[config.mk]
export PLATFORM = sky130hd
export DESIGN_NAME = irq_status_ctrl
export DESIGN_NICKNAME = d
export VERILOG_FILES = /design/src/rtl/irq_status_pkg.sv /design/src/rtl/sticky_status_reg.sv /design/src/rtl/status_read_port.sv /design/src/rtl/irq_gate.sv /design/src/rtl/irq_status_ctrl.sv
export SDC_FILE = /design/constraint.sdc
export NUM_CORES = 1
export LEC_CHECK = 0
export BUFFER_PORTS_ARGS = -buffer_cell sky130_fd_sc_hd__buf_4
export CAP_MARGIN = 10
export CORE_ASPECT_RATIO = 1.25
export CORE_UTILIZATION = 43
export DETAILED_ROUTE_END_ITERATION = 8
export PLACE_DENSITY_LB_ADDON = 0.08
export SETUP_SLACK_MARGIN = 0.05
export SLEW_MARGIN = 10
export SYNTH_ARGS = -nofsm -noshare
export SYNTH_HDL_FRONTEND = slang
export SYNTH_SLANG_ARGS = --single-unit
[constraint.sdc]
create_clock -name clk -period 1.4 [get_ports clk]
set_input_delay 0.07 -clock clk [delete_from_list [all_inputs] [get_ports clk]]
set_output_delay 0.07 -clock clk [all_outputs]
set_load 0.005 [all_outputs]
[src/rtl/irq_status_pkg.sv]
package irq_status_pkg;
    localparam int MC_GLOBAL_EN_BIT = 0;
    localparam int MC_CELL_ONLY_BIT = 5;
    localparam int CELL_ERR_SRCS    = 3;
endpackage

[src/rtl/sticky_status_reg.sv]
module sticky_status_reg #(
    parameter int SRC_W = 8
) (
    input  logic             clk,
    input  logic             rst_n,
    input  logic [SRC_W-1:0] event_i,
    input  logic             clr_i,
    output logic [SRC_W-1:0] status_o,
    output logic [SRC_W-1:0] status_next_o
);
    typedef struct packed {
        logic [SRC_W-1:0] bits;
    } reg_state_t;

    reg_state_t s_d, s_q;

    always_comb begin
        s_d = s_q;
        if (clr_i) begin
            s_d.bits = '0;
        end
        s_d.bits = s_d.bits | event_i;
    end

    always_ff @(posedge clk or negedge rst_n) begin
        if (!rst_n) begin
            s_q <= '0;
        end else begin
            s_q <= s_d;
        end
    end

    assign status_o      = s_q.bits;
    assign status_next_o = s_d.bits;

    // without a clear, a bit that was set stays set
    assert_sticky_hold_R4: assert property (@(posedge clk) disable iff (!rst_n)
        (!clr_i) |=> (($past(s_q.bits) & ~s_q.bits) == '0));

    // every pulsed event is present after the edge
    assert_event_sets_R4: assert property (@(posedge clk) disable iff (!rst_n)
        (|event_i) |=> (($past(event_i) & ~s_q.bits) == '0));

    // after a clearing read, only the events of that cycle remain
    assert_read_clears_R6: assert property (@(posedge clk) disable iff (!rst_n)
        clr_i |=> (s_q.bits == $past(event_i)));
endmodule

[src/rtl/status_read_port.sv]
module status_read_port #(
    parameter int NUM_PORTS = 4,
    parameter int SRC_W     = 8,
    parameter int ADDR_W    = 3
) (
    input  logic                       clk,
    input  logic                       rst_n,
    input  logic                       rd_en_i,
    input  logic [ADDR_W-1:0]          rd_addr_i,
    input  logic [NUM_PORTS*SRC_W-1:0] status_i,
    output logic [NUM_PORTS-1:0]       clr_o,
    output logic [SRC_W-1:0]           rd_data_o
);
    typedef struct packed {
        logic [SRC_W-1:0] data;
    } rd_state_t;

    rd_state_t r_d, r_q;
    logic      in_range;

    always_comb begin
        r_d      = r_q;
        in_range = (int'(rd_addr_i) < NUM_PORTS);
        clr_o    = '0;
        if (rd_en_i) begin
            r_d.data = '0;
            for (int p = 0; p < NUM_PORTS; p++) begin
                if (rd_addr_i == ADDR_W'(p)) begin
                    clr_o[p] = 1'b1;
                    r_d.data = status_i[p*SRC_W +: SRC_W];
                end
            end
        end
    end

    always_ff @(posedge clk or negedge rst_n) begin
        if (!rst_n) begin
            r_q <= '0;
        end else begin
            r_q <= r_d;
        end
    end

    assign rd_data_o = r_q.data;

    // an address past the last register reads as zero
    assert_oob_zero_R8: assert property (@(posedge clk) disable iff (!rst_n)
        (rd_en_i && !in_range) |=> (rd_data_o == '0));
endmodule

[src/rtl/irq_gate.sv]
module irq_gate #(
    parameter int NUM_PORTS   = 4,
    parameter int SRC_W       = 8,
    parameter int CELL_ERR_W  = 3
) (
    input  logic                       clk,
    input  logic                       rst_n,
    input  logic [NUM_PORTS*SRC_W-1:0] status_next_i,
    input  logic [NUM_PORTS*SRC_W-1:0] src_enable_i,
    input  logic                       global_en_i,
    input  logic                       cell_only_i,
    output logic                       irq_n_o
);
    localparam int TOT_W = NUM_PORTS * SRC_W;

    typedef struct packed {
        logic irq_n;
    } gate_state_t;

    gate_state_t     g_d, g_q;
    logic [TOT_W-1:0] cell_bits;
    logic [TOT_W-1:0] filt;
    logic             pending;

    always_comb begin
        for (int p = 0; p < NUM_PORTS; p++) begin
            for (int b = 0; b < SRC_W; b++) begin
                cell_bits[p*SRC_W+b] = (b < CELL_ERR_W);
            end
        end
        filt    = cell_only_i ? cell_bits : {TOT_W{1'b1}};
        pending = |(status_next_i & src_enable_i & filt);
        g_d       = g_q;
        g_d.irq_n = !(global_en_i && pending);
    end

    always_ff @(posedge clk or negedge rst_n) begin
        if (!rst_n) begin
            g_q <= '{irq_n: 1'b1};
        end else begin
            g_q <= g_d;
        end
    end

    assign irq_n_o = g_q.irq_n;

    // global enable off keeps the request released
    assert_disabled_quiet_R1: assert property (@(posedge clk) disable iff (!rst_n)
        (!global_en_i) |=> irq_n_o);

    // in cell-error-only mode, no pending cell error means no request
    assert_cell_only_R3: assert property (@(posedge clk) disable iff (!rst_n)
        (cell_only_i && ((status_next_i & cell_bits) == '0)) |=> irq_n_o);
endmodule

[src/rtl/irq_status_ctrl.sv]
module irq_status_ctrl
    import irq_status_pkg::*;
#(
    parameter int NUM_PORTS = 4,
    parameter int SRC_W     = 8,
    parameter int ADDR_W    = 3
) (
    input  logic                       clk,
    input  logic                       rst_n,
    input  logic [NUM_PORTS*SRC_W-1:0] event_pulse_i,
    input  logic [7:0]                 master_ctrl_i,
    input  logic [NUM_PORTS*SRC_W-1:0] src_enable_i,
    input  logic                       rd_en_i,
    input  logic [ADDR_W-1:0]          rd_addr_i,
    output logic [SRC_W-1:0]           rd_data_o,
    output logic                       irq_n_o
);
    localparam int TOT_W = NUM_PORTS * SRC_W;

    logic [TOT_W-1:0]     status_q_all;
    logic [TOT_W-1:0]     status_d_all;
    logic [NUM_PORTS-1:0] clr;

    for (genvar p = 0; p < NUM_PORTS; p++) begin : g_port
        sticky_status_reg #(.SRC_W(SRC_W)) u_stat (
            .clk           (clk),
            .rst_n         (rst_n),
            .event_i       (event_pulse_i[p*SRC_W +: SRC_W]),
            .clr_i         (clr[p]),
            .status_o      (status_q_all[p*SRC_W +: SRC_W]),
            .status_next_o (status_d_all[p*SRC_W +: SRC_W])
        );
    end

    status_read_port #(
        .NUM_PORTS (NUM_PORTS),
        .SRC_W     (SRC_W),
        .ADDR_W    (ADDR_W)
    ) u_rd (
        .clk       (clk),
        .rst_n     (rst_n),
        .rd_en_i   (rd_en_i),
        .rd_addr_i (rd_addr_i),
        .status_i  (status_q_all),
        .clr_o     (clr),
        .rd_data_o (rd_data_o)
    );

    irq_gate #(
        .NUM_PORTS  (NUM_PORTS),
        .SRC_W      (SRC_W),
        .CELL_ERR_W (CELL_ERR_SRCS)
    ) u_gate (
        .clk           (clk),
        .rst_n         (rst_n),
        .status_next_i (status_d_all),
        .src_enable_i  (src_enable_i),
        .global_en_i   (master_ctrl_i[MC_GLOBAL_EN_BIT]),
        .cell_only_i   (master_ctrl_i[MC_CELL_ONLY_BIT]),
        .irq_n_o       (irq_n_o)
    );
endmodule

==> metrics.md <==
| Metric | Value |
|---|---|
| Run status | `finished, violations left` |
| Violations in the final reports | `negative setup slack` |
| Seq pwr share | `0.474` |
| Final Max Tran Viols | `0` |
| First-pass GRT wire length | `9.90 mm` |
| Clock buffer count from CTS | `5` |
| Part of the power in combinational logic | `0.216` |
| # H-tree levels | `2` |
| Yosys Warn Count | `0` |
| Fill count | `between 300 and 400` |
| Total half-perimeter wirelength after legalization and detailed placement | `4.70 mm` |
| Area share of the leading cell type in the synthesized netlist | `0.487` |
| CP required | `1.61 ns` |
| Total congestion overflow | `0` |
| GPL Wtd Cong | `0.839` |
| Cell total after placement | `340` |
| Cell-internal power | `just over 0.002 W` |
| Fin crit share | `1.07` |
| Die Height | `79.3 µm` |
| Top-count cell post-synth | `dfrtp_1` |
| Critical path arrival | `1.70 ns` |
| Maximum number of pins on one net before global-route repair | `42` |
| Number of endpoints with negative hold slack in the final report | `0` |
| Via count of the first global-routing pass | `~2,100` |
| Fmax | `670 MHz` |
| Inserted Diodes | `0` |
| Cell count after synthesis | `185` |
| Setup violators final | `1` |
| Max_slew headroom | `0.646` |
| Total of buffers placed on input and output ports | `80` |
| Final-layout setup total negative slack | `-0.0927 ns` |
| Initial antenna violation count | `0` |
| Drt wl/cell | `16.2 µm` |
| Die width | `63.8 µm` |
| Unique cell type count in the Yosys netlist | `36` |
| Yosys top cell by area | `dfrtp_1` |
| Net switching fraction of the power | `0.244` |
| CTS max path bufs | `2` |
| Fraction of final layout cells with drive strength greater than 1 | `0.384` |
| Worst Setup End Kind | `register` |
| Path category of the worst min-delay check | `in -> reg` |
| Mean post-synth cell area | `11.1 µm²` |
| Detailed-router iteration count before antenna repair | `4` |
| Net switching component of the power | `0.000659 W` |
| Clock insertion delay at the later pin of the skew report | `0.29 ns` |
| Share of the core filled with cells | `0.740` |
| Antenna viol nets, final | `0` |
| RSZ-0062 raised after global routing | `yes` |
| Largest fanout on the critical path | `2` |
| Asr flop ratio synth | `1.00` |
| Main area contributors after synthesis | `dfrtp_1 (49%), a21o_1 (12%), a22oi_1 (6.2%), mux4_2 (4.4%), nand3_1 (2.9%)` |
| DRC viols | `0` |
| Area growth from synthesis to layout | `61.9%` |
| Setup slack of the most critical reg-to-reg path | `-0.09 ns` |
| Hold Worst Slack | `0.0650 ns` |
| Startpoint type of the worst setup path | `register` |
| Die ar. | `5060 µm²` |
| Clock skew | `about 0.0084 ns` |
| Area used by multi-input combinational logic | `972 µm²` |
| Boundary pin count | `87` |
| Via total after detailed routing | `about 2,100` |
| GR Util All Layers | `0.261` |
| Flip-flop and latch count after synthesis | `41` |
| Syn Std Cell Area | `2050 µm²` |
| Number of sinks handled by clock tree synthesis | `41` |
| Buffer type at the clock tree root | `clkbuf_8` |
| Max-cap check violation count | `0` |
| Row cnt | `27` |
| Lkg Pwr | `1.47 nW` |
| Post-Synthesis Net Count | `263` |
| Dominant register cell in the synthesized netlist | `dfrtp_1` |
| Worst setup slack after layout | `-0.0927 ns` |
| First DRT Iteration DRCs | `148` |
| Power density over the cells | `813 nW/µm²` |
| Slew at the pin with the worst max-slew slack | `~0.53 ns` |
| Part of the Yosys area used for sequential elements | `0.500` |
| Post-DR vias/cell | `5.53` |
| Final critical-path required period | `~1.5 ns` |
| Non-filler instance count after layout | `381` |
| Setup bufs post-CTS | `0` |
| Clock transition at the register clock pins on the worst setup and hold paths after CTS | `0.08 ns` |
| Commonest cells post-synth | `dfrtp_1 (40), a21o_1 (32), a22oi_1 (17)` |
| Maximum VDD drop | `0.682 mV` |
| Post-layout power | `between 0.002 and 0.003 W` |
| CTS tree | `yes` |
| Total Wirelength | `6.18 mm` |
| Reg area | `~1000 µm²` |
| Starting utilization of the core area | `0.457` |
| Net count of the finished layout | `400` |
| Number of synthesized flops with an enable pin | `0` |
| Clock share of power | `0.310` |
| Floorplan core area | `approximately 4500 µm²` |
| Category of the critical setup timing path | `reg -> reg` |
[cell type report]
cell class              count  area share
clock buffers               7      0.0290
clock inverters             1     0.00150
inverters                   9      0.0102
multi-input cells         127       0.292
flip-flops and latches     41       0.309
well taps                  58      0.0218
repair buffers            138       0.336
[per-layer routing]
metal | global-route usage | wire length (µm)
met2 | 0.472 | 3270
met5 | 0 | 0
met3 | 0.0503 | 388
met1 | 0.301 | 2380
met4 | 0.0955 | 138
[registers in the layout (all words and copies together), names as in the netlist]
signal / cells
g_port.u_stat.status_o: 32
u_rd.rd_data_o: 8
u_gate.irq_n_o: 1
[cell usage in the layout (no fill, tap or decap), types with 5 or more instances in the layout]
cell,n
buf_4,105
dfrtp_1,40
dlygate4sd3_1,33
a21o_1,32
a22oi_1,17
nand3_1,11
nand2_1,9
inv_1,9
a21oi_1,8
clkbuf_8,7
o22ai_1,5
nor2b_1,5
[logic make-up (layout without fill, tap and decap cells)]
group / count (synthesis) / count (layout) / share of synthesized area
compound gates: 77 / 77 / 0.276
simple gates: 42 / 42 / 0.122
flops: 41 / 41 / 0.500
buf+inv: 17 / 155 / 0.0384
mux: 8 / 8 / 0.0633
[worst max-delay path: stages (launching register included)]
cell	delay [ns]
dfrtp_1	0.39
a222oi_1	0.31
o22ai_1	0.14
nor4_2	0.15
buf_4	0.16
nand3_4	0.07
o31ai_2	0.18
[metrics by stage]
stage	setup slack, ns	area (µm²)
6_report	-0.0927	3330
4_1_cts	-0.104	3310
2_1_floorplan	-0.0122	2050
3_5_place_dp	-0.148	2870
3_3_place_gp	-0.131	2870
5_1_grt	-0.234	3330
[path summary, 6_finish.rpt]
path	start	end	depth (start not counted)
worst min register to register	g_port[2].u_stat.status_o[7]	g_port[2].u_stat.status_o[7]	1
worst max-delay path	g_port[2].u_stat.status_o[0]	u_gate.irq_n_o	6
worst min-delay path	src_enable_i[21]	u_gate.irq_n_o	3
max in group asynchronous	rst_n	u_gate.irq_n_o	2
worst max register to register	g_port[2].u_stat.status_o[0]	u_gate.irq_n_o	6
min in group asynchronous	rst_n	g_port[3].u_stat.status_o[2]	2
[power by group through the flow]
stage                     combinational (W)  clock (W)  sequential [W]
after floorplan                    0.000181          0         0.00130
after global placement             0.000504          0         0.00130
after detailed placement           0.000507          0         0.00130
after CTS                          0.000581   0.000854         0.00128
after global routing               0.000635   0.000892         0.00129
final                              0.000584   0.000840         0.00128
[what timing repair did]
item / in CTS / in global routing
cloned: 0 / 0
endpoints found under the setup margin: 1 / 1
hold buffers: 33 / 0
gates resized for setup: 2 / 2
endpoints found under the hold margin: 72 / 0
Note: power is estimated with default switching activity, not from simulation.
